--- config.mk ---
export PLATFORM = sky130hd
export DESIGN_NAME = dma_xlate_top
export DESIGN_NICKNAME = d
export VERILOG_FILES = /design/src/rtl/xlate_pkg.sv /design/src/rtl/xlate_regs.sv /design/src/rtl/xlate_index.sv /design/src/rtl/xlate_ctrl.sv /design/src/rtl/dma_xlate_top.sv
export SDC_FILE = /design/constraint.sdc
export NUM_CORES = 1
export LEC_CHECK = 0
export BUFFER_PORTS_ARGS = -buffer_cell sky130_fd_sc_hd__clkbuf_2
export CAP_MARGIN = 20
export CORE_ASPECT_RATIO = 1.5
export CORE_MARGIN = 3
export CORE_UTILIZATION = 39
export DETAILED_ROUTE_END_ITERATION = 7
export PLACE_DENSITY = 0.59
export SYNTH_ARGS = -nofsm -noshare
export SYNTH_HDL_FRONTEND = slang
export SYNTH_SLANG_ARGS = --single-unit
--- constraint.sdc ---
create_clock -name clk -period 7.6 [get_ports clk]
set_clock_uncertainty 0.05 [all_clocks]
set_input_delay 0.38 -clock clk [delete_from_list [all_inputs] [get_ports clk]]
set_output_delay 0.38 -clock clk [all_outputs]
set_load 0.02 [all_outputs]
--- src/rtl/xlate_pkg.sv ---
// Shared constants and types for the DMA address translation unit.
// Assumes 64-bit registers, 64-bit bus addresses and 8-byte table entries.
package xlate_pkg;
    localparam int unsigned WORD_W   = 64;
    localparam int unsigned HALF_W   = 32;
    localparam int unsigned REG_AW   = 3;   // word index, byte offset bits 4:2
    localparam int unsigned NREG     = 2;   // control, base
    localparam int unsigned ENTRY_B  = 8;   // bytes per table entry
    localparam int unsigned ENTRY_SH = 3;   // log2(ENTRY_B)

    // Register selectors (word index bits 2:1)
    localparam logic [1:0] SEL_CTRL  = 2'd0;
    localparam logic [1:0] SEL_BASE  = 2'd1;
    localparam logic [1:0] SEL_FLUSH = 2'd2;

    // Control word fields
    localparam int unsigned C_EN    = 0;
    localparam int unsigned C_WIDE  = 2;
    localparam int unsigned C_SZ_LO = 16;
    localparam int unsigned C_SZ_W  = 3;

    // Entry fields
    localparam int unsigned E_VALID = 63;
    localparam int unsigned E_BIG   = 61;
    localparam int unsigned E_WR    = 1;

    // Page shifts and index geometry
    localparam int unsigned SMALL_SH   = 13;
    localparam int unsigned LARGE_SH   = 16;
    localparam int unsigned IDX_BITS0  = 10;  // index width at size code 0
    localparam int unsigned LARGE_MAXC = 5;   // largest legal size code, 64K mode

    typedef enum logic [1:0] {
        ST_IDLE,
        ST_ISSUE,
        ST_WAIT,
        ST_RESP
    } xl_state_e;
endpackage

--- src/rtl/xlate_regs.sv ---
// Register file: control and table base, each 64 bits, reachable as one
// 64-bit word or as two 32-bit halves (even index = upper half).
// Assumes a write and a read never need the same cycle's new value.
module xlate_regs
    import xlate_pkg::*;
(
    input  logic                clk,
    input  logic                rst_n,
    input  logic                we,
    input  logic                half,
    input  logic [REG_AW-1:0]   addr,
    input  logic [WORD_W-1:0]   wdata,
    output logic [WORD_W-1:0]   rdata,
    output logic                ctrl_en,
    output logic                ctrl_wide,
    output logic [C_SZ_W-1:0]   ctrl_size,
    output logic [WORD_W-1:0]   base
);
    logic [1:0] sel;
    logic       low_half;
    logic [WORD_W-1:0] full;

    assign sel      = addr[REG_AW-1:1];
    assign low_half = addr[0];

    // Merge new write data into an existing register value
    function automatic logic [WORD_W-1:0] merge(input logic [WORD_W-1:0] old,
                                                 input logic [WORD_W-1:0] nw,
                                                 input logic hf, input logic lo);
        if (!hf)
            return nw;
        else if (lo)
            return {old[WORD_W-1:HALF_W], nw[HALF_W-1:0]};
        else
            return {nw[HALF_W-1:0], old[HALF_W-1:0]};
    endfunction

    generate
        for (genvar g = 0; g < NREG; g++) begin : g_reg
            logic [WORD_W-1:0] q;
            // Hold one register; update when its selector is written
            always_ff @(posedge clk) begin
                if (!rst_n)
                    q <= '0;
                else if (we && sel == 2'(g))
                    q <= merge(q, wdata, half, low_half);
            end
        end
    endgenerate

    // Read mux: pick the register, then the requested view
    always_comb begin
        case (sel)
            SEL_CTRL: full = g_reg[0].q;
            SEL_BASE: full = g_reg[1].q;
            default:  full = '0;
        endcase
        if (!half)
            rdata = full;
        else if (low_half)
            rdata = {{HALF_W{1'b0}}, full[HALF_W-1:0]};
        else
            rdata = {{HALF_W{1'b0}}, full[WORD_W-1:HALF_W]};
    end

    assign ctrl_en   = g_reg[0].q[C_EN];
    assign ctrl_wide = g_reg[0].q[C_WIDE];
    assign ctrl_size = g_reg[0].q[C_SZ_LO +: C_SZ_W];
    assign base      = g_reg[1].q;

    AST_FLUSH_NO_EFFECT: assert property (@(posedge clk) disable iff (!rst_n)
        (we && sel == SEL_FLUSH) |=> ($stable(g_reg[0].q) && $stable(g_reg[1].q)));
endmodule

--- src/rtl/xlate_index.sv ---
// Table index unit: from a bus address, the page-size mode and the size code,
// forms the byte address of the covering entry and flags illegal size codes.
// Purely combinational; assumes base is 8-byte aligned by software.
module xlate_index
    import xlate_pkg::*;
(
    input  logic [WORD_W-1:0]  addr,
    input  logic               wide,
    input  logic [C_SZ_W-1:0]  size,
    input  logic [WORD_W-1:0]  base,
    output logic [WORD_W-1:0]  tbl_addr,
    output logic               size_bad
);
    localparam int unsigned SMALL_TOP0 = SMALL_SH + IDX_BITS0;
    localparam int unsigned LARGE_TOP0 = LARGE_SH + IDX_BITS0;

    logic [6:0]        span;
    logic [5:0]        low;
    logic [WORD_W-1:0] window;
    logic [WORD_W-1:0] idx;

    // Window out the index field and scale it to an entry byte offset
    always_comb begin
        span     = 7'(wide ? LARGE_TOP0 : SMALL_TOP0) + {4'd0, size};
        low      = 6'(wide ? LARGE_SH : SMALL_SH);
        window   = addr & ((64'd1 << span) - 64'd1);
        idx      = window >> low;
        tbl_addr = base + (idx << ENTRY_SH);
        size_bad = wide && (size > C_SZ_W'(LARGE_MAXC));
    end
endmodule

--- src/rtl/xlate_ctrl.sv ---
// Sequencer: accepts one request, decides pass-through, size fault or fetch,
// issues the entry read, decodes the big-endian entry and pulses a response.
// Assumes the memory returns exactly one data strobe per accepted read.
module xlate_ctrl
    import xlate_pkg::*;
#(
    parameter int unsigned PA_MSB = 40
) (
    input  logic               clk,
    input  logic               rst_n,
    input  logic               en,
    input  logic               size_bad,
    input  logic [WORD_W-1:0]  tbl_addr,
    input  logic               req_valid,
    output logic               req_ready,
    input  logic [WORD_W-1:0]  req_addr,
    output logic               rsp_valid,
    output logic [WORD_W-1:0]  rsp_paddr,
    output logic               rsp_writable,
    output logic               rsp_fault,
    output logic               mem_req_valid,
    input  logic               mem_req_ready,
    output logic [WORD_W-1:0]  mem_req_addr,
    input  logic               mem_rsp_valid,
    input  logic [WORD_W-1:0]  mem_rsp_data
);
    localparam logic [WORD_W-1:0] PA_MASK    = (64'd1 << (PA_MSB + 1)) - 64'd1;
    localparam logic [WORD_W-1:0] SMALL_MASK = (64'd1 << SMALL_SH) - 64'd1;
    localparam logic [WORD_W-1:0] LARGE_MASK = (64'd1 << LARGE_SH) - 64'd1;

    xl_state_e         state_q;
    logic [WORD_W-1:0] addr_q, tbl_q, paddr_q;
    logic              wr_q, fault_q;
    logic [WORD_W-1:0] entry, pg_mask, dec_paddr;

    // Byte lane k holds the byte at entry address + k: reverse into a word
    generate
        for (genvar b = 0; b < ENTRY_B; b++) begin : g_lane
            assign entry[WORD_W-1-8*b -: 8] = mem_rsp_data[8*b +: 8];
        end
    endgenerate

    // Entry decode: page frame from the entry, page offset from the address
    always_comb begin
        pg_mask   = entry[E_BIG] ? LARGE_MASK : SMALL_MASK;
        dec_paddr = (entry & PA_MASK & ~pg_mask) | (addr_q & pg_mask);
    end

    // Main sequence and result registers
    always_ff @(posedge clk) begin
        if (!rst_n) begin
            state_q <= ST_IDLE;
            addr_q  <= '0;
            tbl_q   <= '0;
            paddr_q <= '0;
            wr_q    <= 1'b0;
            fault_q <= 1'b0;
        end else begin
            case (state_q)
                ST_IDLE: if (req_valid) begin
                    addr_q <= req_addr;
                    if (!en) begin
                        paddr_q <= req_addr;
                        wr_q    <= 1'b1;
                        fault_q <= 1'b0;
                        state_q <= ST_RESP;
                    end else if (size_bad) begin
                        paddr_q <= '0;
                        wr_q    <= 1'b0;
                        fault_q <= 1'b1;
                        state_q <= ST_RESP;
                    end else begin
                        tbl_q   <= tbl_addr;
                        state_q <= ST_ISSUE;
                    end
                end
                ST_ISSUE: if (mem_req_ready) state_q <= ST_WAIT;
                ST_WAIT: if (mem_rsp_valid) begin
                    if (entry[E_VALID]) begin
                        paddr_q <= dec_paddr;
                        wr_q    <= entry[E_WR];
                        fault_q <= 1'b0;
                    end else begin
                        paddr_q <= '0;
                        wr_q    <= 1'b0;
                        fault_q <= 1'b1;
                    end
                    state_q <= ST_RESP;
                end
                default: state_q <= ST_IDLE;
            endcase
        end
    end

    assign req_ready     = (state_q == ST_IDLE);
    assign mem_req_valid = (state_q == ST_ISSUE);
    assign mem_req_addr  = tbl_q;
    assign rsp_valid     = (state_q == ST_RESP);
    assign rsp_paddr     = paddr_q;
    assign rsp_writable  = wr_q;
    assign rsp_fault     = fault_q;

    AST_ONE_IN_FLIGHT: assert property (@(posedge clk) disable iff (!rst_n)
        (req_valid && req_ready) |=> !req_ready);
    AST_MEMREQ_HOLD: assert property (@(posedge clk) disable iff (!rst_n)
        (mem_req_valid && !mem_req_ready) |=> (mem_req_valid && $stable(mem_req_addr)));
    AST_RSP_AFTER_DATA: assert property (@(posedge clk) disable iff (!rst_n)
        (state_q == ST_WAIT && mem_rsp_valid) |=> rsp_valid);
    AST_FAULT_ZERO: assert property (@(posedge clk) disable iff (!rst_n)
        (rsp_valid && rsp_fault) |-> (rsp_paddr == '0 && !rsp_writable));
    AST_BYPASS_NEXT: assert property (@(posedge clk) disable iff (!rst_n)
        (req_valid && req_ready && !en) |=> (rsp_valid && rsp_writable && !rsp_fault));
    AST_BADSIZE_FAULT: assert property (@(posedge clk) disable iff (!rst_n)
        (req_valid && req_ready && en && size_bad) |=> (rsp_valid && rsp_fault));
endmodule

--- src/rtl/dma_xlate_top.sv ---
// DMA address translation unit top: register file, index unit and sequencer.
// Assumes a single requester and a memory port that returns data in order.
module dma_xlate_top
    import xlate_pkg::*;
#(
    parameter int unsigned PA_MSB = 40
) (
    input  logic                 clk,
    input  logic                 rst_n,
    input  logic                 reg_we,
    input  logic                 reg_half,
    input  logic [REG_AW-1:0]    reg_addr,
    input  logic [WORD_W-1:0]    reg_wdata,
    output logic [WORD_W-1:0]    reg_rdata,
    input  logic                 req_valid,
    output logic                 req_ready,
    input  logic [WORD_W-1:0]    req_addr,
    output logic                 rsp_valid,
    output logic [WORD_W-1:0]    rsp_paddr,
    output logic                 rsp_writable,
    output logic                 rsp_fault,
    output logic                 mem_req_valid,
    input  logic                 mem_req_ready,
    output logic [WORD_W-1:0]    mem_req_addr,
    input  logic                 mem_rsp_valid,
    input  logic [WORD_W-1:0]    mem_rsp_data
);
    logic               c_en, c_wide, sz_bad;
    logic [C_SZ_W-1:0]  c_size;
    logic [WORD_W-1:0]  t_base, t_addr;

    xlate_regs u_regs (
        .clk(clk), .rst_n(rst_n), .we(reg_we), .half(reg_half),
        .addr(reg_addr), .wdata(reg_wdata), .rdata(reg_rdata),
        .ctrl_en(c_en), .ctrl_wide(c_wide), .ctrl_size(c_size), .base(t_base)
    );

    xlate_index u_index (
        .addr(req_addr), .wide(c_wide), .size(c_size), .base(t_base),
        .tbl_addr(t_addr), .size_bad(sz_bad)
    );

    xlate_ctrl #(.PA_MSB(PA_MSB)) u_ctrl (
        .clk(clk), .rst_n(rst_n), .en(c_en), .size_bad(sz_bad), .tbl_addr(t_addr),
        .req_valid(req_valid), .req_ready(req_ready), .req_addr(req_addr),
        .rsp_valid(rsp_valid), .rsp_paddr(rsp_paddr), .rsp_writable(rsp_writable),
        .rsp_fault(rsp_fault), .mem_req_valid(mem_req_valid),
        .mem_req_ready(mem_req_ready), .mem_req_addr(mem_req_addr),
        .mem_rsp_valid(mem_rsp_valid), .mem_rsp_data(mem_rsp_data)
    );
endmodule

==> results of run 1 <==
[cells in the mapped netlist, types with 9 or more instances]
| library cell | count | area share, % |
|---|---|---|
| clkbuf_1 | 129 | 2.9 |
| nand2_1 | 344 | 7.8 |
| buf_1 | 16 | 0.36 |
| inv_1 | 22 | 0.50 |
| nor3_1 | 59 | 1.8 |
| a21o_1 | 39 | 1.8 |
| o31ai_1 | 9 | 0.41 |
| and3_1 | 16 | 0.61 |
| a31oi_1 | 10 | 0.38 |
| nor2b_1 | 70 | 2.7 |
| mux2i_1 | 40 | 2.4 |
| a211oi_1 | 70 | 3.2 |
| nand2b_1 | 13 | 0.49 |
| a21oi_1 | 249 | 7.5 |
| a221oi_1 | 43 | 2.3 |
| buf_2 | 10 | 0.30 |
| and2_1 | 17 | 0.64 |
| xor2_1 | 23 | 1.2 |
| ha_1 | 69 | 5.2 |
| o21ai_0 | 70 | 2.1 |
| o21ai_1 | 11 | 0.33 |
| o21a_1 | 9 | 0.41 |
| mux4_2 | 32 | 4.4 |
| dfxtp_1 | 276 | 33 |
| nand3_1 | 84 | 2.5 |
| xnor2_1 | 40 | 2.1 |
| nor2_1 | 212 | 4.8 |
| nand4_1 | 19 | 0.72 |
[registers in the layout, indices dropped and copies added, names as in the netlist]
| signal | count |
|---|---|
| u_ctrl.addr_q | 16 |
| u_regs.g.q | 64 |
| u_ctrl.rsp_paddr | 64 |
| u_ctrl.mem_req_addr | 64 |
| u_regs.base | 64 |
| u_ctrl.state_q | 2 |
| u_ctrl.rsp_fault | 1 |
| u_ctrl.rsp_writable | 1 |
[final cells by class]
class / instances / share of cell area, %
Timing Repair Buffer: 417 / 11.5
Tap cell: 558 / 3.50
Multi-Input combinational cell: 1683 / 52.2
Inverter: 24 / 0.489
Sequential cell: 276 / 27.7
Clock inverter: 6 / 0.527
Clock buffer: 40 / 4.05
[metal layers]
layer | share of wire, % | up-vias | track usage, %
met5 | 0 | - | 0
met4 | 5.2 | 0 | 12.9
met3 | 5.7 | 141 | 3.93
met2 | 50 | 660 | 50.3
met1 | 39 | 8183 | 31.1
li1 | - | 8176 | -
[per-stage QoR]
step           setup WS, ns  power [W]  cells
6_report              0.606    0.00481   3004
5_1_grt               0.190    0.00506   3004
4_1_cts               0.680    0.00484   3004
3_5_place_dp          0.695    0.00339   2925
3_3_place_gp          0.757    0.00337   2925
2_1_floorplan          1.84    0.00287   2143
[cells by family after synthesis]
group	after synthesis	share of synthesized area (%)
flip-flops	276	33.4
AND/OR/NAND/NOR	874	23.9
XOR/XNOR	64	3.44
buffers and inverters	184	4.35
other	1	0.0227
AO/OA/AOI/OAI	585	22.5
adder cells (fa/ha/maj)	70	5.35
multiplexers	75	6.99
[worst max-delay path by stage]
stage / startpoint / to / slack (ns)
final: u_regs.g_reg[0].q[2] / u_ctrl.mem_req_addr[55] / 0.61
after floorplan: u_regs.g_reg[0].q[2] / u_ctrl.mem_req_addr[61] / 1.84
after detailed placement: u_regs.g_reg[0].q[2] / u_ctrl.mem_req_addr[55] / 0.69
after CTS: u_regs.g_reg[0].q[2] / u_ctrl.mem_req_addr[55] / 0.68
after global routing: u_regs.g_reg[0].q[2] / u_ctrl.mem_req_addr[55] / 0.19
after global placement: u_regs.g_reg[0].q[2] / u_ctrl.mem_req_addr[55] / 0.76
[report_power, final]
group / switching [W] / total, W / internal, W
combinational: 0.00107 / 0.00161 / 0.000537
sequential: 0.000126 / 0.00177 / 0.00164
clock: 0.000596 / 0.00143 / 0.000830
total: 0.00179 / 0.00481 / 0.00301
[tightest hold or removal path: cells and delay by family]
family | cells | cell delay (ns)
compound gates | 1 | 0.06
buf+inv | 1 | 0.11
simple gates | 1 | 0.06
==> qor.yml, run 1 <==
setup_path:
  regToRegStartpoint: "u_regs.g_reg[0].q[2]"
  crit_path_top_delay_cell: "xnor2_2"
  r2r_end: "u_ctrl.mem_req_addr[55]"
  crit_top_cell: "ha_1"
  r2r_slack_ns: 0.61
  path_buf_inv: 1
  crit_family: "compound AO/OA/AOI/OAI gates"
  crit_type: "reg2reg"
  cp.depth: 22
  cp_max_fo: 17
  cp_cell_sequence: "clkinv_1 -> ha_1 -> xnor2_2 -> nor2_1 -> nand4_1 -> ha_1 -> o31a_1 -> o2111a_1 -> and3_1 -> mux2i_1 -> o22ai_1 -> and3_1 -> ha_1 -> a21o_1 -> a22oi_1 -> o21ai_0 -> a211oi_1 -> nand3_1 -> a211oi_1 -> nor3b_1 -> or3_1 -> a21oi_1"
  crit_required_ns: 8.05
  start_kind: "flip-flop"
  arrival_ns: 7.45
  slowest_delay_ns: 0.79
  rr_worst_depth: 22
  cp-end-kind: "flip-flop"
die:
  initial_core_util_pct: 39.9
  die_w_um: 174
  die_area_um2: 44900
  num_rows: 91
  chipHeight_um: 258
  coreArea_um2: 41400
  io_pins: 399
timing:
  final-setup-viol-count: 0
  whs_ns: 0.0223
  slew_viol_final: 0
  max_slew_margin_pct: 20.2
  final.period_utilization_pct: 92.0
  tns_ns: 0
  grt_setup_unrepaired: "no"
  tightest_slew_ns: 1.20
  period_minus_slack_ns: 6.99
  fmax_mhz: 143
  hold_violations: 0
synth:
  netlist_area_um2: 16500
  synth_seq_cells: 276
  syn_inst: 2129
  synth_async_sr_flop_share_pct: 0
  yosys_warnings: 0
  synth_seq_area_share_pct: 33.4
  avgSynthCellArea_um2: 7.76
  synth_flop_cell: "dfxtp_1"
  synth_edf_count: 0
  yosysUniqueCellTypes: 84
final_layout:
  areaGrowthSynthToFinish_pct: 20.8
  layout_common_cells: "364 x clkbuf_2, 344 x nand2_1, 276 x dfxtp_1"
  final_layout_size_suffix_gt1_share_pct: 20.1
  fin_nets: 2702
  multi_input_area_um2: 10400
  fin_area_um2: 20000
  diodes: 0
  fill_cells: 4262
  final_common_cell: "clkbuf_2"
  seq_area_um2: 5530
  finish.utilization_pct: 48.1
routing:
  num_vias: 17160
  ant_nets: 0
  drt_iter0_drc: 1244
  first_pass_iters: 6
  routed_via_density: 5.71
  drc: 0
  routed_wl_mm: 64.3
  avgRoutedWirePerCell_um: 21.4
outcome:
  status: "complete, no violations"
worst_hold_path:
  hold_path_depth: 3
  hold_end: "u_ctrl.rsp_paddr[62]"
  hold_start: "req_addr[62]"
  worstHoldPathType: "in2reg"
cts:
  cts_buffers: 28
  clock_latency_ns: 0.58
  cts_resized: 0
  clock-sinks: 276
  cts_hold_buf: 33
  cts_buffer_depth: 3
  cts_tree: "done"
  cts_root_buf: "clkbuf_16"
  clkTransAtPathRegs_ns: 0.06
  cts_setup_buffers: 0
  htree_levels: 1
global_route:
  antenna_found_initial: 0
  grt_pass1_vias: 16969
  grt_usage_pct: 27.4
  grt_pass1_wl_mm: 98.0
  grt-ovfl-total: 0
  grt_max_degree: 169
power:
  peakVddDrop_uv: 241
  cellLeakagePower_nw: 8.37
  p_per_area_nw_per_um2: 241
placement:
  dp_hpwl_mm: 48.1
  port_buffers: 365
  place_area_um2: 18700
  gp_congestion: 0.965
run:
  cap_violations: 0
No activity file was read; power rests on OpenSTA's default activity.
==> inputs of run 2 (changes only) <==
- CORE_UTILIZATION: 39 -> 55
- PLACE_DENSITY: 0.59 -> 0.8
==> qor.yml, run 2 (synthesis results as in run 1) <==
outcome:
  status: "complete, no violations"
final_layout:
  fin_nets: 2678
  final_layout_size_suffix_gt1_share_pct: 20.4
  diodes: 0
  fin_area_um2: 19500
  stdcell_count: 2821
  areaGrowthSynthToFinish_pct: 17.9
  fill_cells: 2598
  final_common_cell: "clkbuf_2"
  layout_common_cells: "364 x clkbuf_2, 344 x nand2_1, 276 x dfxtp_1"
power:
  power_switching_w: 0.00178
  swShare_pct: 37.8
  cellLeakagePower_nw: 8.26
  p_int_w: 0.00293
  finalPower_w: 0.00471
  p_per_area_nw_per_um2: 242
  seq_power_share_pct: 37.6
  peakVddDrop_uv: 310
  clock_power_share_pct: 28.3
  power_frac_comb_pct: 34.1
routing:
  ant_nets: 0
  routed_wl_mm: 59.3
  avgRoutedWirePerCell_um: 21.0
  first_pass_iters: 5
  drt_iter0_drc: 1196
  routed_via_density: 6.15
  drc: 0
  num_vias: 17354
timing:
  final.period_utilization_pct: 89.2
  whs_ns: 0.0155
  fmax_mhz: 148
  grt_setup_unrepaired: "no"
  tightest_slew_ns: 1.08
  tns_ns: 0
  final-setup-viol-count: 0
  hold_violations: 0
  max_slew_margin_pct: 27.7
  slew_viol_final: 0
  period_minus_slack_ns: 6.78
cts:
  cts_buffer_depth: 3
  cts_root_buf: "clkbuf_16"
  htree_levels: 1
  clock-sinks: 276
  clock_latency_ns: 0.56
  cts_setup_buffers: 0
  cts_tree: "done"
  clkTransAtPathRegs_ns: 0.07
  cts_buffers: 26
setup_path:
  regToRegStartpoint: "u_regs.g_reg[0].q[2]"
  crit_required_ns: 8.02
  cp-end-kind: "flip-flop"
  crit_family: "compound AO/OA/AOI/OAI gates"
  crit_type: "reg2reg"
  cp_max_fo: 17
  path_buf_inv: 1
  crit_path_top_delay_cell: "xnor2_2"
  start_kind: "flip-flop"
  startpoint: "u_regs.g_reg[0].q[2]"
  slowest_delay_ns: 0.80
  cp_cell_sequence: "clkinv_1 -> ha_1 -> xnor2_2 -> nor2_1 -> nand4_1 -> ha_1 -> o31a_1 -> o2111a_1 -> and3_1 -> mux2i_1 -> o22ai_1 -> and3_1 -> ha_1 -> a21o_1 -> a22oi_1 -> o21ai_0 -> a211oi_1 -> nand3_1 -> a211oi_1 -> nor3b_1 -> or3_1 -> a21oi_1"
  arrival_ns: 7.20
  crit_top_cell: "ha_1"
placement:
  port_buffers: 365
  place_area_um2: 18500
  dp_hpwl_mm: 44.4
  gp_congestion: 1.05
  dpl.cell_count: 2763
global_route:
  grt_usage_pct: 35.1
  grt_pass1_vias: 16578
  grt_max_degree: 105
  grt_pass1_wl_mm: 90.8
  antenna_found_initial: 0
  grt-ovfl-total: 0
die:
  num_rows: 77
  initial_core_util_pct: 55.8
  die_w_um: 148
  io_pins: 399
  die_area_um2: 32200
  coreArea_um2: 29600
  chipHeight_um: 218
worst_hold_path:
  worstHoldPathType: "in2reg"
  hold_start: "req_addr[2]"
run:
  cap_violations: 0
==> run 2: changes by cell type in the layout (fill, tap and decap cells not counted) <==
cell           delta
buf_4             +1
nor2b_2           -1
clkinv_4          +1
nand2b_2          -1
clkbuf_1          -2
bufinv_16         -1
nand2b_1          +1
dlygate4sd3_1    -23
clkinvlp_4        +1
nor2b_4           +1
inv_6             +1
clkbuf_16         -2
inv_8             -1
clkinv_2          +5
==> run 2: power groups by stage <==
stage | clock, W | combinational, W | sequential, W
final | 0.00133 | 0.00161 | 0.00177
after detailed placement | 0 | 0.00158 | 0.00180
after global placement | 0 | 0.00155 | 0.00179
after floorplan | 0 | 0.000921 | 0.00195
after CTS | 0.00135 | 0.00159 | 0.00177
after global routing | 0.00140 | 0.00174 | 0.00179
==> run 2: area by class of cell <==
type / instances / area [um2] / share of cell area [%]
clock buffers: 36 / 749 / 3.85
clock inverters: 12 / 116 / 0.597
repair buffers: 395 / 2080 / 10.7
multi-input cells: 1683 / 10400 / 53.5
inverters: 24 / 95.1 / 0.488
well taps: 395 / 494 / 2.54
flip-flops and latches: 276 / 5530 / 28.4
==> run 2: worst paths after layout <==
kind                                                 to  slack, ns  cells past startpoint
worst max-delay path            u_ctrl.mem_req_addr[55]       0.82                     22
worst min-delay path                   u_ctrl.addr_q[2]       0.02                      3
worst max register to register  u_ctrl.mem_req_addr[55]       0.82                     22
worst min register to register     u_ctrl.rsp_paddr[59]       0.40                      2
==> run 2: worst reg2reg max path, stage by stage (launching register included) <==
cell	delay, ns
dfxtp_1	0.34
clkinv_1	0.21
ha_1	0.46
xnor2_2	0.80
nor2_1	0.38
nand4_1	0.21
ha_1	0.19
o31a_1	0.29
o2111a_1	0.34
and3_1	0.36
mux2i_1	0.22
o22ai_1	0.10
and3_1	0.20
ha_1	0.38
a21o_1	0.27
a22oi_1	0.23
o21ai_0	0.12
a211oi_1	0.29
nand3_1	0.20
a211oi_1	0.45
nor3b_1	0.10
or3_1	0.36
a21oi_1	0.15
==> run 2: layer usage <==
| layer | share of wire [%] | vias to the layer above | track usage [%] |
|---|---|---|---|
| li1 | - | 8139 | - |
| met1 | 36 | 8202 | 40.0 |
| met2 | 50 | 838 | 62.2 |
| met3 | 7.5 | 175 | 5.72 |
| met4 | 6.2 | 0 | 19.5 |
| met5 | 0 | - | 0 |
==> run 2: metrics by stage <==
stage	setup slack, ns	util [%]
floorplan	1.84	-
global placement	1.03	62.6
detailed placement	0.968	62.6
CTS	0.945	65.9
global route	0.458	65.9
finish	0.823	65.9
==> run 2: what timing repair did <==
action | 4_1_cts | 5_1_grt
hold buffers | 10 | 0
hold endpoints to repair | 10 | 0
resized for setup | 0 | 0
==> inputs of run 3 (changes only) <==
- CORE_ASPECT_RATIO: 1.5 -> not set
- GPL_TIMING_DRIVEN: not set -> 0
==> qor.yml, run 3 (synthesis results as in run 1) <==
timing:
  final.period_utilization_pct: 95.8
  period_minus_slack_ns: 7.28
  tightest_slew_ns: 1.10
  final-setup-viol-count: 0
  slew_viol_final: 0
  fmax_mhz: 137
  max_slew_margin_pct: 27.0
  hold_violations: 0
  setup_ws_ns: 0.321
setup_path:
  slowest_delay_ns: 0.48
  crit_top_cell: "ha_1"
  r2r_end: "u_ctrl.mem_req_addr[55]"
  regToRegStartpoint: "u_regs.g_reg[0].q[2]"
  crit_type: "reg2reg"
  crit_path_top_delay_cell: "xor2_2"
  crit_required_ns: 8.04
  arrival_ns: 7.72
  cp_max_fo: 11
  cp-end-kind: "flip-flop"
  rr_worst_depth: 30
  start_kind: "flip-flop"
  r2r_slack_ns: 0.32
global_route:
  antenna_found_initial: 0
  grt_pass1_vias: 17594
  grt_pass1_wl_mm: 97.8
  grt-ovfl-total: 0
  grt_max_degree: 15
  grt_usage_pct: 38.9
cts:
  clock_latency_ns: 0.57
  cts_tree: "done"
  cts_buffers: 29
  cts_root_buf: "clkbuf_16"
  clock-sinks: 276
  htree_levels: 1
  cts_buffer_depth: 3
  clkTransAtPathRegs_ns: 0.07
placement:
  gp_congestion: 1.00
  pre_cts_slack_ns: -0.228
  dp_hpwl_mm: 51.5
  port_buffers: 362
outcome:
  status: "complete, no violations"
final_layout:
  layout_common_cells: "369 x clkbuf_2, 344 x nand2_1, 276 x dfxtp_1"
  fin_nets: 2815
  finish.utilization_pct: 68.6
  final_common_cell: "clkbuf_2"
  diodes: 0
  areaGrowthSynthToFinish_pct: 21.1
  fill_cells: 2542
  final_layout_size_suffix_gt1_share_pct: 19.2
power:
  p_int_w: 0.00311
  p_per_area_nw_per_um2: 250
  power_frac_comb_pct: 33.6
  seq_power_share_pct: 35.5
  clock_power_share_pct: 30.9
  cellLeakagePower_nw: 8.46
  swShare_pct: 37.8
  peakVddDrop_uv: 177
  power_switching_w: 0.00189
die:
  coreArea_um2: 29200
  initial_core_util_pct: 56.6
  die_area_um2: 32100
  die_w_um: 179
  num_rows: 62
  io_pins: 399
  chipHeight_um: 179
worst_hold_path:
  hold_path_depth: 3
  hold_start: "reg_wdata[7]"
  worstHoldPathType: "in2reg"
  hold_end: "u_regs.g_reg[0].q[7]"
run:
  cap_violations: 0
routing:
  routed_wl_mm: 65.4
  drt_iter0_drc: 1941
  drc: 0
  num_vias: 18681
  routed_via_density: 6.33
  avgRoutedWirePerCell_um: 22.2
  first_pass_iters: 6
  ant_nets: 0
## run 3: cell count changes in the layout (fill, tap and decap cells not counted), sizes merged
cell         change
dlygate4sd3      -5
clkbuf         +134
inv              +1
buf              +9
bufinv           +3
clkinv           -3
## run 3: cell type report
class | instances | area (um2) | share of cell area (%)
Clock inverter | 13 | 200 | 1.00
Buffer | 159 | 629 | 3.15
Sequential cell | 276 | 5530 | 27.6
Clock buffer | 40 | 817 | 4.09
Tap cell | 384 | 480 | 2.40
Multi-Input combinational cell | 1683 | 10400 | 51.9
Inverter | 24 | 91.3 | 0.457
Timing Repair Buffer | 370 | 1880 | 9.42
## run 3: worst max-delay path by stage
stage | from | cells after the start | slack (ns) | end
after floorplan | u_regs.g_reg[0].q[2] | 28 | 1.84 | u_ctrl.mem_req_addr[61]
after global placement | u_regs.g_reg[0].q[2] | 31 | -0.26 | u_ctrl.mem_req_addr[55]
after detailed placement | u_regs.g_reg[0].q[2] | 31 | -0.23 | u_ctrl.mem_req_addr[55]
after CTS | u_regs.g_reg[0].q[2] | 31 | 0.02 | u_ctrl.mem_req_addr[61]
after global routing | u_regs.g_reg[0].q[2] | 27 | -0.1 | u_ctrl.mem_req_addr[61]
final | u_regs.g_reg[0].q[2] | 30 | 0.32 | u_ctrl.mem_req_addr[55]
## run 3: power groups by stage
stage / Clock, W / Combinational [W] / Sequential [W]
after floorplan: 0 / 0.000921 / 0.00195
after global placement: 0 / 0.00160 / 0.00179
after detailed placement: 0 / 0.00163 / 0.00180
after CTS: 0.00154 / 0.00164 / 0.00177
after global routing: 0.00159 / 0.00182 / 0.00179
final: 0.00154 / 0.00168 / 0.00178
## run 3: metal layers
layer	wire [um]	track usage, %
met1	26000	53.2
met2	29400	61.3
met3	6750	5.87
met4	3290	16.8
met5	0	0
## run 3: repair_timing
| action | in CTS | in global routing |
|---|---|---|
| hold buffers | 5 | 0 |
| endpoints found under the setup margin | 13 | 37 |
| endpoints found under the hold margin | 5 | 0 |
| resized for setup | 5 | 9 |
| buffers inserted | 0 | 2 |
## run 3: stage by stage
stage	total power (W)	area, um2	cells	TNS (ns)	hold WS [ns]
floorplan	0.00287	16600	2143	0	0.383
global placement	0.00338	18900	2889	-1.48	0.388
detailed placement	0.00343	18900	2889	-1.02	0.394
CTS	0.00495	20000	2947	0	0.00379
global route	0.00521	20000	2949	-0.191	0.0157
finish	0.00500	20000	2949	0	0.0119
## run 3: critical path, delay by kind of cell, from the launching register on
family | cells | cell delay [ns]
xor+xnor | 2 | 0.63
fa+ha+maj | 4 | 1.16
compound gates | 8 | 1.52
buf+inv | 7 | 1.39
flops | 1 | 0.46
simple gates | 9 | 1.96
